--- src/rtl/uw_eeprom_pkg.sv ---
package uw_eeprom_pkg;

  typedef enum logic [2:0] {
    CMD_READ,
    CMD_WRITE,
    CMD_ERASE,
    CMD_PROG_ON,
    CMD_PROG_OFF,
    CMD_FILL_ONES,
    CMD_FILL_DATA
  } cmd_e;

  typedef enum logic [2:0] {
    PH_IDLE,
    PH_OPC,
    PH_ADR,
    PH_DAT,
    PH_RD,
    PH_HOLD
  } phase_e;

  // opcode plus the two top address bits pick the command
  function automatic cmd_e decode_cmd(input logic [1:0] opc, input logic [1:0] top);
    cmd_e c;
    case (opc)
      2'b10:   c = CMD_READ;
      2'b01:   c = CMD_WRITE;
      2'b11:   c = CMD_ERASE;
      default: begin
        case (top)
          2'b11:   c = CMD_PROG_ON;
          2'b10:   c = CMD_FILL_ONES;
          2'b01:   c = CMD_FILL_DATA;
          default: c = CMD_PROG_OFF;
        endcase
      end
    endcase
    return c;
  endfunction

  function automatic logic takes_data(input cmd_e c);
    return (c == CMD_WRITE) || (c == CMD_FILL_DATA);
  endfunction

endpackage

--- src/rtl/uw_decoder.sv ---
module uw_decoder
  import uw_eeprom_pkg::*;
#(
  parameter int ADDR_W = 6,
  parameter int WORD_W = 16
) (
  input  logic              clk_i,
  input  logic              rst_ni,
  input  logic              cs_i,
  input  logic              rise_i,
  input  logic              sdi_i,
  input  logic              prog_en_i,
  input  logic [WORD_W-1:0] rd_word_i,
  output logic [ADDR_W-1:0] rd_idx_o,
  output logic [ADDR_W-1:0] wr_idx_o,
  output logic [WORD_W-1:0] wr_data_o,
  output logic              wr_one_o,
  output logic              wr_all_o,
  output logic              ones_o,
  output logic              en_set_o,
  output logic              en_clr_o,
  output logic              sdo_o
);
  localparam int CNT_W = $clog2(WORD_W + 1);

  phase_e            phase_q;
  cmd_e              cmd_q;
  logic [CNT_W-1:0]  cnt_q;
  logic [1:0]        opc_q;
  logic [ADDR_W-1:0] adr_q;
  logic [WORD_W-1:0] din_q;
  logic [WORD_W-1:0] dout_q;
  logic              sdo_q;

  // named events for assertions
  logic              step;
  logic              adr_done;
  logic              dat_done;
  logic [ADDR_W-1:0] adr_nx;
  logic [WORD_W-1:0] din_nx;
  logic [1:0]        opc_nx;
  cmd_e              cmd_now;
  logic              erase_one, erase_all, write_one, write_all;

  assign step     = cs_i & rise_i;
  assign adr_nx   = {adr_q[ADDR_W-2:0], sdi_i};
  assign din_nx   = {din_q[WORD_W-2:0], sdi_i};
  assign opc_nx   = {opc_q[0], sdi_i};
  assign adr_done = step && (phase_q == PH_ADR) && (cnt_q == CNT_W'(ADDR_W - 1));
  assign dat_done = step && (phase_q == PH_DAT) && (cnt_q == CNT_W'(WORD_W - 1));
  assign cmd_now  = decode_cmd(opc_q, adr_nx[ADDR_W-1 -: 2]);

  assign erase_one = adr_done && (cmd_now == CMD_ERASE)     && prog_en_i;
  assign erase_all = adr_done && (cmd_now == CMD_FILL_ONES) && prog_en_i;
  assign write_one = dat_done && (cmd_q == CMD_WRITE)       && prog_en_i;
  assign write_all = dat_done && (cmd_q == CMD_FILL_DATA)   && prog_en_i;

  assign en_set_o  = adr_done && (cmd_now == CMD_PROG_ON);
  assign en_clr_o  = adr_done && (cmd_now == CMD_PROG_OFF);
  assign wr_one_o  = erase_one | write_one;
  assign wr_all_o  = erase_all | write_all;
  assign ones_o    = erase_one | erase_all;
  assign wr_idx_o  = adr_done ? adr_nx : adr_q;
  assign wr_data_o = din_nx;
  assign rd_idx_o  = adr_nx;
  assign sdo_o     = sdo_q;

  always_ff @(posedge clk_i) begin
    if (!rst_ni) begin
      phase_q <= PH_IDLE;
      cmd_q   <= CMD_PROG_OFF;
      cnt_q   <= '0;
      opc_q   <= '0;
      adr_q   <= '0;
      din_q   <= '0;
      dout_q  <= '0;
      sdo_q   <= 1'b0;
    end else if (!cs_i) begin
      phase_q <= PH_IDLE;
      cnt_q   <= '0;
      sdo_q   <= 1'b0;
    end else if (rise_i) begin
      case (phase_q)
        PH_IDLE: begin
          if (sdi_i) begin
            phase_q <= PH_OPC;
            cnt_q   <= '0;
          end
        end
        PH_OPC: begin
          opc_q <= opc_nx;
          if (cnt_q == CNT_W'(1)) begin
            phase_q <= PH_ADR;
            cnt_q   <= '0;
          end else begin
            cnt_q <= cnt_q + 1'b1;
          end
        end
        PH_ADR: begin
          adr_q <= adr_nx;
          if (adr_done) begin
            cnt_q <= '0;
            cmd_q <= cmd_now;
            if (cmd_now == CMD_READ) begin
              dout_q  <= rd_word_i;
              sdo_q   <= 1'b0;
              phase_q <= PH_RD;
            end else if (takes_data(cmd_now)) begin
              phase_q <= PH_DAT;
            end else begin
              phase_q <= PH_HOLD;
            end
          end else begin
            cnt_q <= cnt_q + 1'b1;
          end
        end
        PH_DAT: begin
          din_q <= din_nx;
          if (dat_done) phase_q <= PH_HOLD;
          else          cnt_q   <= cnt_q + 1'b1;
        end
        PH_RD: begin
          if (cnt_q == CNT_W'(WORD_W)) begin
            sdo_q   <= 1'b0;
            phase_q <= PH_HOLD;
          end else begin
            sdo_q  <= dout_q[WORD_W-1];
            dout_q <= {dout_q[WORD_W-2:0], 1'b0};
            cnt_q  <= cnt_q + 1'b1;
          end
        end
        default: ;
      endcase
    end
  end

  AST_ABORT_TO_IDLE: assert property (@(posedge clk_i) disable iff (!rst_ni)
    !cs_i |=> (phase_q == PH_IDLE));
  AST_ONE_ACTION: assert property (@(posedge clk_i) disable iff (!rst_ni)
    $onehot0({wr_one_o, wr_all_o, en_set_o, en_clr_o}));
  AST_READ_DUMMY: assert property (@(posedge clk_i) disable iff (!rst_ni)
    (adr_done && cmd_now == CMD_READ) |=> (!sdo_q && phase_q == PH_RD));
  AST_IDLE_NEEDS_START: assert property (@(posedge clk_i) disable iff (!rst_ni)
    (step && phase_q == PH_IDLE && !sdi_i) |=> (phase_q == PH_IDLE));

endmodule

--- config.mk ---
export PLATFORM = sky130hd
export DESIGN_NAME = uw_decoder
export DESIGN_NICKNAME = d
export VERILOG_FILES = /design/src/rtl/uw_eeprom_pkg.sv /design/src/rtl/uw_decoder.sv
export SDC_FILE = /design/constraint.sdc
export NUM_CORES = 1
export LEC_CHECK = 0
export BUFFER_PORTS_ARGS = -buffer_cell sky130_fd_sc_hd__buf_2
export CAP_MARGIN = 10
export CORE_MARGIN = 10
export CORE_UTILIZATION = 55
export CTS_CLUSTER_DIAMETER = 40
export CTS_CLUSTER_SIZE = 14
export DETAILED_ROUTE_END_ITERATION = 12
export PLACE_DENSITY = 0.92
export SETUP_SLACK_MARGIN = 0.1
export SYNTH_ARGS = -nofsm -noshare
export SYNTH_HDL_FRONTEND = slang
export SYNTH_SLANG_ARGS = --single-unit
--- constraint.sdc ---
create_clock -name clk_i -period 6.2 [get_ports clk_i]
set_input_delay 0.93 -clock clk_i [delete_from_list [all_inputs] [get_ports clk_i]]
set_output_delay 0.93 -clock clk_i [all_outputs]
set_load 0.01 [all_outputs]
==> flow_summary.ini <==
[placed_design]
io_buffer_count = 55
post_dp_cell_area_sq_um = 2810
globalplace.congestion = 0.933
hpwl_mm = 4.35

[timing]
setup_tns_ns = 0
tightest_slew_ns = 0.884
fmax_ghz = 0.275
skew_ns = 0.0100
report.final.slew_viol_count = 0
hold_viol_final = 0
rsz0062_at_grt = no
fin_crit_sh_pct = 58.5
final-setup-viol-count = 0
timing.max_slew.rel_slack_pct = 40.7
period_minus_slack_ns = 3.63

[worst_setup_path]
cp.required_ns = 5.27
end_kind = primary output
startpoint_type = primary input
path_class = in -> out
critPathMaxStageDelay_ns = 0.73
arrival_ns = 2.70
crit_chain = buf_2 -> and3b_1 -> nand2_1 -> nor3_2 -> mux2_2 -> buf_2
crit_path_frequent_cell = buf_2
crit_slowest_cell = nor3_2
worst-path-max-fanout = 13

[power_and_ir_drop]
p_per_area_nw_per_um2 = 201
sequentialPowerShare_pct = 55.8
p_comb_share_pct = 4.6
clockPowerShare_pct = 39.7
peakVddDrop_mv = 0.149
p_switching_uw = 131
switching_share_pct = 22.1
total_leakage_power_nw = 1.19
total_power_uw = 591
power.internal_uw = 461

[cts]
htreeDepth = 2
insertion_delay_ns = 0.30
numCtsBuffers = 5
path_clk_slew_ns = 0.10
cts_setup_buffers = 0
cts_root_buffer = clkbuf_8
cts_tree = built
clock_sinks = 51
hold_buffers = 0
post_cts_resized = 0
max-clock-path-buffers = 2

[outcome]
status = finished, final reports clean

[routing]
routed_wl_mm = 5.93
drt-initial-drc-count = 87
routed-via-count = 2255
dr.pass1.iters = 4
drtAntennaViolNets = 0
vias_per_cell = 5.68
wl_per_cell_microns = 14.9
drc = 0

[flow_run]
maxCapViolations = 0

[global_route]
top_usage_layer = met2
grt_overflow_total = 0
grt_pass1_vias = 2256
globalRouteMet3Util_pct = 4.23
grt_util_all_layers_pct = 15.4
grt_max_degree = 36
use_met2_pct = 25.9
grt_pass1_wl_mm = 10.1
grtUsageMet1_pct = 18.4
antenna_found_initial = 0

[synthesis]
synth_seq_cells = 51
syn_area_sq_um = 2600
synth_edf_count = 0
yosysTopAreaCell = dfxtp_1
synthTopCellsByArea = dfxtp_1, mux2i_1, nand2_1, nor2_1, a211oi_1
syn_area_per_cell_sq_um = 8.51
synth_ff_type = dfxtp_1
synth_top_area_share_pct = 39.2
synthTopCellsByCount = dfxtp_1, nand2_1, nor2_1, mux2i_1, a21oi_1
syn_inst = 306
yosys_warnings = 0
synth_fp_nets = 332
synth.distinct_cells = 55
async_reset_ff_share_pct = 0
synthMostInstantiatedCell = dfxtp_1
yosysSeqAreaShare_pct = 39.2

[floorplan]
fp.dieH_microns = 88.8
dieArea_sq_um = 7890
rows = 24
io_pins = 56
core-area_sq_um = 4470
die_width_microns = 88.8
initial_core_util_pct = 58.2

[final_layout]
fin_area_sq_um = 2940
fin_nets = 370
fillCellCount = 375
drive_above_1_share_pct = 24.1
syn_to_final_growth_pct = 13.0
diodes = 0
finalCoreUtilization_pct = 65.7

[hold_path]
min_path_type = reg -> reg
-- worst paths after layout --
path | startpoint | to | slack [ns] | depth (start not counted)
min | din_q[5]$_SDFFE_PN0N_ | din_q[6]$_SDFFE_PN0N_ | 0.47 | 2
min reg2reg | din_q[5]$_SDFFE_PN0N_ | din_q[6]$_SDFFE_PN0N_ | 0.47 | 2
max reg2reg | phase_q[1]$_SDFFE_PN0P_ | cmd_q[0]$_SDFFE_PN0P_ | 3.98 | 5
max | cs_i | wr_idx_o[5] | 2.57 | 6
-- power groups by stage --
stage | Sequential [mW] | Clock (mW) | Combinational [mW]
after detailed placement | 0.337 | 0 | 0.0270
after global routing | 0.330 | 0.254 | 0.0311
after global placement | 0.337 | 0 | 0.0264
after floorplan | 0.336 | 0 | 0.0180
final | 0.330 | 0.234 | 0.0271
after CTS | 0.329 | 0.241 | 0.0271
-- critical path, delay by kind of cell --
| kind | cells | cell delay, ns |
|---|---|---|
| muxes | 1 | 0.42 |
| and+or+nand+nor | 3 | 1.09 |
| buffers and inverters | 2 | 0.26 |
-- final cells by class --
| cell class | count | area, sq um | share of cell area, % |
|---|---|---|---|
| well taps | 52 | 65.1 | 2.21 |
| clock inverters | 3 | 46.3 | 1.57 |
| multi-input cells | 220 | 1410 | 47.9 |
| clock buffers | 5 | 68.8 | 2.34 |
| flip-flops and latches | 51 | 1020 | 34.7 |
| repair buffers | 57 | 298 | 10.1 |
| inverters | 9 | 33.8 | 1.15 |
-- metal layers --
metal | wire (microns) | up-vias
met2 | 2860 | 63
met5 | 0 | -
met4 | 46 | 0
met3 | 427 | 7
li1 | - | 1141
met1 | 2590 | 1044
-- cells by family (layout without fill, tap and decap cells) --
logic type | Yosys count | after routing | synth area share, %
simple gates | 121 | 121 | 22.7
compound gates | 64 | 64 | 17.0
flops | 51 | 51 | 39.2
buf+inv | 35 | 74 | 6.92
mux | 31 | 31 | 12.2
fa+ha+maj | 4 | 4 | 1.92
-- per-stage QoR --
step	hold WS (ns)	cells	worst slack [ns]
floorplan	0.448	306	3.21
global placement	0.449	388	2.64
detailed placement	0.461	388	2.59
CTS	0.476	396	2.57
global route	0.496	397	2.40
finish	0.474	397	2.57
-- cells in the final DEF (no fill, tap or decap), types with 2 or more instances in the layout --
cell type,instances
nor2_1,33
a22o_1,3
ha_1,4
nor3b_1,2
a211oi_1,13
inv_1,8
nand4b_1,2
buf_2,55
dfxtp_1,51
nor2_2,2
and3b_1,2
a21oi_1,19
and3_1,3
nand2b_1,2
o22ai_1,2
nor2b_1,6
nor3_1,3
o211a_1,3
a21boi_0,3
mux2i_1,25
o21ai_0,7
nand2_1,49
nand3_1,5
clkbuf_8,5
mux2_2,6
-- registers in the layout (all words and copies together), names as in the netlist --
register	count
din_q	15
opc_q	2
phase_q	3
cmd_q	3
adr_q	6
sdo_o	1
dout_q	16
cnt_q	5
No activity file was read; power rests on OpenSTA's default activity.
